===== config.mk =====
export PLATFORM = sky130hd
export DESIGN_NAME = vis_predictor
export DESIGN_NICKNAME = d
export VERILOG_FILES = /design/src/rtl/vp_pkg.sv /design/src/rtl/vp_fvp_table.sv /design/src/rtl/vp_layer_track.sv /design/src/rtl/vp_decide.sv /design/src/rtl/vis_predictor.sv
export SDC_FILE = /design/constraint.sdc
export NUM_CORES = 2
export LEC_CHECK = 0
export BUFFER_PORTS_ARGS = -buffer_cell sky130_fd_sc_hd__buf_2
export CORE_ASPECT_RATIO = 1.1
export CORE_MARGIN = 1.5
export CORE_UTILIZATION = 38
export CTS_CLUSTER_DIAMETER = 150
export DETAILED_ROUTE_END_ITERATION = 7
export HOLD_SLACK_MARGIN = 0.02
export PLACE_DENSITY_LB_ADDON = 0.15
export SLEW_MARGIN = 15
export SYNTH_ARGS = -nofsm -noshare
export SYNTH_HDL_FRONTEND = slang
export SYNTH_SLANG_ARGS = --single-unit
export TNS_END_PERCENT = 10

===== constraint.sdc =====
create_clock -name clk -period 14.5 [get_ports clk]
set_input_delay 1.45 -clock clk [delete_from_list [all_inputs] [get_ports clk]]
set_output_delay 1.45 -clock clk [all_outputs]
set_load 0.1 [all_outputs]

===== src/rtl/vp_pkg.sv =====
package vp_pkg;

   // Issue group of a binned primitive within its tile
   typedef enum logic {
      GRP_EARLY = 1'b0,
      GRP_LATE  = 1'b1
   } issue_grp_e;

   localparam int unsigned VP_DEPTH_W_DEF = 24;
   localparam int unsigned VP_TILES_DEF   = 16;
   localparam int unsigned VP_LAYER_W_DEF = 4;

endpackage


===== src/rtl/vp_fvp_table.sv =====
// Farthest-visible depth per tile: pending copy written by finished tiles,
// active copy read by predictions, swapped in on each frame boundary.
module vp_fvp_table #(
   parameter int unsigned NUM_TILES = 16,
   parameter int unsigned DEPTH_W   = 24,
   parameter int unsigned TILE_W    = 4
) (
   input  logic               clk,
   input  logic               rst_n,
   input  logic               wr_valid,
   input  logic [TILE_W-1:0]  wr_tile,
   input  logic [DEPTH_W-1:0] wr_depth,
   input  logic               commit,
   input  logic [TILE_W-1:0]  rd_tile,
   output logic [DEPTH_W-1:0] rd_depth
);

   localparam logic [DEPTH_W-1:0] FAR_Z = {DEPTH_W{1'b1}};

   logic [DEPTH_W-1:0] pend_q [NUM_TILES];
   logic [DEPTH_W-1:0] act_q  [NUM_TILES];

   for (genvar t = 0; t < NUM_TILES; t++) begin : g_tile
      logic hit;
      assign hit = wr_valid && (wr_tile == TILE_W'(t));

      always_ff @(posedge clk) begin
         if (!rst_n) begin
            pend_q[t] <= FAR_Z;
            act_q[t]  <= FAR_Z;
         end else begin
            if (hit) pend_q[t] <= wr_depth;
            if (commit) act_q[t] <= hit ? wr_depth : pend_q[t];
         end
      end
   end

   always_comb begin
      rd_depth = FAR_Z;
      for (int i = 0; i < NUM_TILES; i++) begin
         if (rd_tile == TILE_W'(i)) rd_depth = act_q[i];
      end
   end

endmodule


===== src/rtl/vp_layer_track.sv =====
// Per-tile count of depth-test-disabled primitives; the count of the
// finished frame is kept for the next one.
module vp_layer_track #(
   parameter int unsigned NUM_TILES = 16,
   parameter int unsigned LAYER_W   = 4,
   parameter int unsigned TILE_W    = 4
) (
   input  logic              clk,
   input  logic              rst_n,
   input  logic              inc_valid,
   input  logic [TILE_W-1:0] inc_tile,
   input  logic              commit,
   input  logic [TILE_W-1:0] rd_tile,
   output logic              rd_layered
);

   localparam logic [LAYER_W-1:0] CNT_MAX = {LAYER_W{1'b1}};

   logic [LAYER_W-1:0] cur_q  [NUM_TILES];
   logic [LAYER_W-1:0] prev_q [NUM_TILES];

   for (genvar t = 0; t < NUM_TILES; t++) begin : g_tile
      logic               hit;
      logic [LAYER_W-1:0] cur_next;
      assign hit      = inc_valid && (inc_tile == TILE_W'(t));
      assign cur_next = (hit && cur_q[t] != CNT_MAX) ? cur_q[t] + 1'b1 : cur_q[t];

      always_ff @(posedge clk) begin
         if (!rst_n) begin
            cur_q[t]  <= '0;
            prev_q[t] <= '0;
         end else if (commit) begin
            prev_q[t] <= cur_next;
            cur_q[t]  <= '0;
         end else begin
            cur_q[t]  <= cur_next;
         end
      end
   end

   always_comb begin
      rd_layered = 1'b0;
      for (int i = 0; i < NUM_TILES; i++) begin
         if (rd_tile == TILE_W'(i)) rd_layered = (prev_q[i] != '0);
      end
   end

endmodule


===== src/rtl/vp_decide.sv =====
// Turns the looked-up tile state into an issue group and signature enable.
module vp_decide #(
   parameter int unsigned DEPTH_W  = 24,
   parameter int unsigned TILE_W   = 4,
   parameter bit          PRED_REG = 1'b1
) (
   input  logic               clk,
   input  logic               rst_n,
   input  logic               in_valid,
   input  logic [TILE_W-1:0]  in_tile,
   input  logic [DEPTH_W-1:0] in_zmin,
   input  logic               in_ztest,
   input  logic [DEPTH_W-1:0] tile_fvp,
   input  logic               tile_layered,
   output logic               out_valid,
   output logic [TILE_W-1:0]  out_tile,
   output logic               out_occluded,
   output logic               out_sig_en
);
   import vp_pkg::*;

   issue_grp_e grp_d, grp_s;
   logic              valid_s;
   logic [TILE_W-1:0] tile_s;

   always_comb begin
      grp_d = GRP_EARLY;
      if (in_valid && in_ztest && !tile_layered && (in_zmin > tile_fvp))
         grp_d = GRP_LATE;
   end

   if (PRED_REG) begin : g_reg
      always_ff @(posedge clk) begin
         if (!rst_n) begin
            valid_s <= 1'b0;
            tile_s  <= '0;
            grp_s   <= GRP_EARLY;
         end else begin
            valid_s <= in_valid;
            tile_s  <= in_tile;
            grp_s   <= grp_d;
         end
      end
   end else begin : g_comb
      assign valid_s = in_valid;
      assign tile_s  = in_tile;
      assign grp_s   = grp_d;
   end

   assign out_valid    = valid_s;
   assign out_tile     = tile_s;
   assign out_occluded = valid_s && (grp_s == GRP_LATE);
   assign out_sig_en   = valid_s && (grp_s == GRP_EARLY);

endmodule


===== src/rtl/vis_predictor.sv =====
module vis_predictor #(
   parameter int unsigned NUM_TILES = vp_pkg::VP_TILES_DEF,
   parameter int unsigned DEPTH_W   = vp_pkg::VP_DEPTH_W_DEF,
   parameter int unsigned LAYER_W   = vp_pkg::VP_LAYER_W_DEF,
   parameter bit          PRED_REG  = 1'b1,
   localparam int unsigned TILE_W   = (NUM_TILES > 1) ? $clog2(NUM_TILES) : 1
) (
   input  logic               clk,
   input  logic               rst_n,
   input  logic               frame_end,
   input  logic               bin_valid,
   input  logic [TILE_W-1:0]  bin_tile,
   input  logic [DEPTH_W-1:0] bin_zmin,
   input  logic               bin_ztest_en,
   input  logic               fvp_wr_valid,
   input  logic [TILE_W-1:0]  fvp_wr_tile,
   input  logic [DEPTH_W-1:0] fvp_wr_depth,
   output logic               pred_valid,
   output logic [TILE_W-1:0]  pred_tile,
   output logic               pred_occluded,
   output logic               pred_sig_en
);

   if (NUM_TILES < 2) begin : g_bad_tiles
      $error("vis_predictor: NUM_TILES must be at least 2");
   end
   if (DEPTH_W < 1 || DEPTH_W > 32) begin : g_bad_depth
      $error("vis_predictor: DEPTH_W must be 1..32");
   end
   if (LAYER_W < 1) begin : g_bad_layer
      $error("vis_predictor: LAYER_W must be at least 1");
   end

   logic [DEPTH_W-1:0] fvp_rd;
   logic               layered;

   vp_fvp_table #(
      .NUM_TILES(NUM_TILES), .DEPTH_W(DEPTH_W), .TILE_W(TILE_W)
   ) i_table (
      .clk      (clk),
      .rst_n    (rst_n),
      .wr_valid (fvp_wr_valid),
      .wr_tile  (fvp_wr_tile),
      .wr_depth (fvp_wr_depth),
      .commit   (frame_end),
      .rd_tile  (bin_tile),
      .rd_depth (fvp_rd)
   );

   vp_layer_track #(
      .NUM_TILES(NUM_TILES), .LAYER_W(LAYER_W), .TILE_W(TILE_W)
   ) i_layers (
      .clk        (clk),
      .rst_n      (rst_n),
      .inc_valid  (bin_valid && !bin_ztest_en),
      .inc_tile   (bin_tile),
      .commit     (frame_end),
      .rd_tile    (bin_tile),
      .rd_layered (layered)
   );

   vp_decide #(
      .DEPTH_W(DEPTH_W), .TILE_W(TILE_W), .PRED_REG(PRED_REG)
   ) i_decide (
      .clk          (clk),
      .rst_n        (rst_n),
      .in_valid     (bin_valid),
      .in_tile      (bin_tile),
      .in_zmin      (bin_zmin),
      .in_ztest     (bin_ztest_en),
      .tile_fvp     (fvp_rd),
      .tile_layered (layered),
      .out_valid    (pred_valid),
      .out_tile     (pred_tile),
      .out_occluded (pred_occluded),
      .out_sig_en   (pred_sig_en)
   );

endmodule


### Word level (Yosys, flattened, before mapping)

Memories as Yosys holds them, arrays and structs flattened.
Cells that the tools add are included.

* latch bits: 0
* memory bits (writable): 896
* memory bits (read-only): 0
* register bits: 6
* input bits: 62
* output and inout port bits: 7
* memories: 4
* word-level logic and storage cells: 425

Memory list
* i_table.act_q: depth 16, bits a word 24, rd ports 16, clocked after Yosys merged registers in 0, write ports 16, RTL line vp_fvp_table.sv:21 `logic [DEPTH_W-1:0] act_q [NUM_TILES];`
* i_table.pend_q: depth 16, bits a word 24, rd ports 16, clocked after Yosys merged registers in 0, write ports 16, RTL line vp_fvp_table.sv:20 `logic [DEPTH_W-1:0] pend_q [NUM_TILES];`
* i_layers.cur_q: depth 16, bits a word 4, rd ports 16, clocked after Yosys merged registers in 0, write ports 16, RTL line vp_layer_track.sv:19 `logic [LAYER_W-1:0] cur_q [NUM_TILES];`
* i_layers.prev_q: depth 16, bits a word 4, rd ports 16, clocked after Yosys merged registers in 0, write ports 16, RTL line vp_layer_track.sv:20 `logic [LAYER_W-1:0] prev_q [NUM_TILES];`

* $lt $le $gt $ge: 1
* multiply operators: 0
* divide/modulo/power cells: 0
* add/subtract/negate cells: 16
* reductions and logical operators: 74
* bitwise logic cells: 81
* shifts and indexed selects: 0
* eq/ne operators: 46
* multiplexer cells: 200

Operators with widths (number)
* $mux 24: 64
* $mux 4: 64
* $or 1x1->1: 80
* $mux 1: 72
* $add 4x1->4 const B: 16
* $eq 4x4->1 const B: 16
* $ne 4x4->1 const B: 16
* $reduce_bool 4->1: 16
* $logic_and 1x1->1: 54
* $eq 4x3->1 const B: 8
* $gt 24x24->1: 1
* $eq 4x2->1 const B: 4
* $eq 4x1->1 const B: 2
* $logic_not 4->1: 2
* $logic_not 1->1: 2
* $not 1->1: 1

### Depth between registers and ports, before layout

* word-level depth: 21
* gate-level depth with buffers: 16
* gate-level depth less buffers: 13

### Cells and area by module

A second synthesis with hierarchy kept.

* cell total of the unflattened synthesis: 3784
* area, all modules: 42300.6 µm²

By module, submodules not included
* vp_fvp_table: seq. area each 23062.1 µm², instances 1, cells each 3196, area an instance 35496.5 µm²
* vp_layer_track: seq. area each 3843.7 µm², instances 1, cells each 488, area an instance 6005.8 µm²
* vp_decide: seq. area each 120.1 µm², instances 1, cells each 99, area an instance 784.5 µm²
* vis_predictor: seq. area each 0.0 µm², instances 1, cells each 1, area an instance 13.8 µm²

### Worst setup path after synthesis

No wires, ideal clock.

* kind: in2reg
* start point: in frame_end
* end point: mem i_layers.prev_q[0][0] (enable)
* data required time: 13.509 ns
* setup time: 0.991 ns
* stages: 2
* path buffers: 1
* slack: -0.331 ns
* arrival time: 13.840 ns
* cell sequence: nand2b_1 clkbuf_1

RTL lines
* start: declaration: RTL line vis_predictor.sv:10 `input logic frame_end,`
* end: declaration: RTL line vp_layer_track.sv:20

### Worst setup path in the final report

* start point: in bin_tile[0]
* end point: reg i_decide.grp_s

* word-level cells in the longest chain between the ends: 21
* elaborated cells on any way between the ends: 53
* those cells by class: order compare (1); eq/ne (15); mux (33); reduce/logical (4)

Ends and longest elaborated chain
* start: declaration: RTL line vis_predictor.sv:12 `input logic [TILE_W-1:0] bin_tile,`
* branches (longest 19 deep; another with $mux 24)
* $logic_and 1x1->1 (*): RTL line vp_decide.sv:28 `if (in_valid && in_ztest && !tile_layered && (in_zmin > tile_fvp))`
* $mux 1 (*): RTL line vp_decide.sv:28
* end signal: assignment: RTL line vp_decide.sv:41 `grp_s <= grp_d;`
* end: declaration: RTL line vp_decide.sv:22 `issue_grp_e grp_d, grp_s;`

Every way passes the cells marked *.
A chain may end at the register's enable or synchronous reset.

==> flow_metrics.env <==
export IMPL_hold_viol=0
export IMPL_ys_top_cells_by_area="edfxtp_1, nand2_1, or2_2"
export IMPL_startpoint_type="input port"
export IMPL_htree_levels=3
export IMPL_cts_sinks=902
export IMPL_min_from="i_table.pend_q[1][45]$_SDFFCE_PN1P_"
export IMPL_p_leak_nw=15.4
export IMPL_final_layout_size_suffix_gt1_share_pct=19.4
export IMPL_finalMaxSlewViolations=0
export IMPL_final_common_cell="nand2_1"
export IMPL_antenna_found_initial=7
export IMPL_rr_worst_depth=12
export IMPL_fmax_mhz=191
export IMPL_cts_tree="done"
export IMPL_grt_max_degree=174
export IMPL_path_class="input port to register"
export IMPL_wl_per_cell_um=27.5
export IMPL_reg2reg_slack_ns=11.12
export IMPL_place_inst=4963
export IMPL_setup_viol=0
export IMPL_design_core_area_mm2=0.109
export IMPL_post_route_period_util_pct=36.1
export IMPL_netlist_instances=3642
export IMPL_hold_end="i_table.act_q[1][45]$_SDFFCE_PN1P_"
export IMPL_synthFlopType="edfxtp_1"
export IMPL_final_seq_area_mm2=0.0270
export IMPL_period_needed_ns=5.23
export IMPL_dp_slack_ns=8.67
export IMPL_fp_row_count=127
export IMPL_die_h_um=350
export IMPL_grt_pass1_vias=26400
export IMPL_syn2layout_area_growth_pct=11.0
export IMPL_cts_hold_buf=0
export IMPL_numCtsBuffers=97
export IMPL_finClkSkew_ns=0.0353
export IMPL_synth_edf_count=896
export IMPL_synth_xor_area_share_pct=1.01
export IMPL_cts_setup_buffers=0
export IMPL_postRouteWirelength_um=142000
export IMPL_overflow=0
export IMPL_ys_types=78
export IMPL_cts_root_buf="clkbuf_16"
export IMPL_cp_max_fo=41
export IMPL_start_util_pct=38.2
export IMPL_fin_ws_ns=9.27
export IMPL_synth_top_area_share_pct=64.7
export IMPL_syn_avg_cell_area_um2=11.4
export IMPL_die_x_um=318
export IMPL_num_vias=27800
export IMPL_layout_nets=3745
export IMPL_synth_top_family_by_area="simple AND/OR/NAND/NOR gates"
export IMPL_yosys_area_share_simple_pct=22.2
export IMPL_firstDrtPassIters=6
export IMPL_cts_resized=0
export IMPL_hold_path_class="register to register"
export IMPL_synth_compound_area_share_pct=4.53
export IMPL_status="finished clean"
export IMPL_hold_ws_ns=0.520
export IMPL_synth_seq_area_share_pct=65.0
export IMPL_crit_required_ns=15.06
export IMPL_dp_hpwl_um=88700
export IMPL_muxShareOfSynthArea_pct=2.98
export IMPL_ant_nets=0
export IMPL_synth_seq_cells=902
export IMPL_holdPathStages=2
export IMPL_final_setup_tns_ns=0
export IMPL_mostFrequentLayoutCells="nand2_1, edfxtp_1, nand3_1, or2_2, nor2_1"
export IMPL_grt_pass1_wl_um=199000
export IMPL_clockBufferDepth=3
export IMPL_maxCapViolCount=0
export IMPL_timing_rr_start="i_table.act_q[0][76]$_SDFFCE_PN1P_"
export IMPL_r2r_end="i_decide.grp_s$_SDFF_PN0_"
export IMPL_drc_errors=0
export IMPL_p_per_area_mw_per_mm2=128
export IMPL_clock_latency_ns=0.69
export IMPL_io_pins=69
export IMPL_peakVddDrop_v=0.000103
export IMPL_grt_use_total_pct=25.2
export IMPL_syn_cell_area_mm2=0.0416
export IMPL_relSlewSlack_pct=17.5
export IMPL_finalNonFillerCells=5141
export IMPL_end_kind="register"
export IMPL_portBuffers=68
export IMPL_multiInputGateArea_mm2=0.0136
export IMPL_fillCellCount=10300
export IMPL_rsz0062_at_grt="false"
export IMPL_synth_warnings=0
export IMPL_die_area_mm2=0.111
export IMPL_drt_iter0_markers=2703
export IMPL_viasPerCell=5.42
export IMPL_synthAdderAreaFrac_pct=1.20
export IMPL_place_congestion=0.979
export IMPL_yosys_area_top_type="edfxtp_1"
export IMPL_path_clk_slew_ns=0.06
export IMPL_tightest_slew_ns=1.24
export IMPL_cp_arrival_ns=5.79
export IMPL_async_reset_ff_share_pct=0
[area by class of cell]
class	instances	share of cell area, %
Sequential cell	902	58.6
Multi-Input combinational cell	2503	29.4
Clock buffer	124	5.57
Tap cell	1419	3.85
Timing Repair Buffer	130	1.82
Clock inverter	52	0.702
Inverter	9	0.0732
Antenna cell	2	0.0108
[state kept, by name, indices dropped and copies added, names as in the netlist]
| signal | count |
|---|---|
| i_layers.cur_q | 64 |
| i_layers.prev_q | 64 |
| i_decide.out_valid | 1 |
| i_decide.out_tile | 4 |
| i_table.pend_q | 384 |
| i_decide.grp_s | 1 |
| i_table.act_q | 384 |
[synth_stat cells (all sizes together), types with 4 or more instances]
cell type,count
a32oi,5
nand4,19
nor2,191
clkbuf,245
nand2b,15
and3,4
nand2,906
mux2,28
o21a,4
buf,46
or2,377
mux4,20
a221oi,8
nand3,405
a21oi,66
xor2,33
o2111ai,4
nor2b,15
a31oi,6
o22a,8
and2,9
xnor2,15
inv,8
ha,40
edfxtp,896
a311oi,13
a22oi,7
o22ai,44
o32ai,4
a2111oi,4
dfxtp,6
a21o,4
o21ai,51
nor3,15
mux2i,47
nor4,16
a211oi,7
o221ai,13
[kinds of logic after synthesis]
group                      Yosys count
buffers and inverters              300
adders and majority gates           40
xor gates and xnor gates            48
muxes                               95
AOI/OAI and AO/OA                  273
and+or+nand+nor                   1983
other                                1
DFF                                902
[metal layers]
layer / wire (um) / up-vias / GRT usage, %
li1: - / 12800 / -
met1: 57200 / 14000 / 31.6
met2: 69900 / 821 / 43.0
met3: 7160 / 240 / 3.16
met4: 7290 / 8 / 12.3
met5: 51 / - / 0
[where the power goes]
part | switching, W | internal, W
Clock | 0.00104 | 0.00128
Combinational | 0.000345 | 0.000116
Sequential | 0.0000706 | 0.00303
[worst max-delay path: stages]
cell and delay [ns]:
buf_6 0.25, buf_4 0.59, nand2_1 0.68, nor2_2 0.60, a221oi_1 0.17, a21oi_1 0.17, a21oi_1 0.07, or3_1 0.41
ha_1 0.32, a21o_1 0.18, a21oi_1 0.15, a21oi_1 0.08, o31a_1 0.24, o31ai_1 0.26, a211oi_1 0.12
[through the flow]
step	power [W]	instance area, um^2	utilization (%)
3_3_place_gp	0.00361	43200	39.8
2_1_floorplan	0.00340	41800	-
4_1_cts	0.00594	46100	42.4
3_5_place_dp	0.00361	43200	39.8
5_1_grt	0.00607	46100	42.5
6_report	0.00589	46100	42.5
[worst max-delay path by stage]
stage	startpoint	end	slack, ns
2_1_floorplan	frame_end	i_layers.prev_q[0][0]$_SDFFCE_PN0P_	6.63
3_3_place_gp	bin_tile[0]	i_decide.grp_s$_SDFF_PN0_	8.71
3_5_place_dp	bin_tile[0]	i_decide.grp_s$_SDFF_PN0_	8.67
4_1_cts	bin_tile[0]	i_decide.grp_s$_SDFF_PN0_	9.44
5_1_grt	bin_tile[0]	i_decide.grp_s$_SDFF_PN0_	9.16
6_report	bin_tile[0]	i_decide.grp_s$_SDFF_PN0_	9.27
Note: power is estimated with default switching activity, not from simulation.
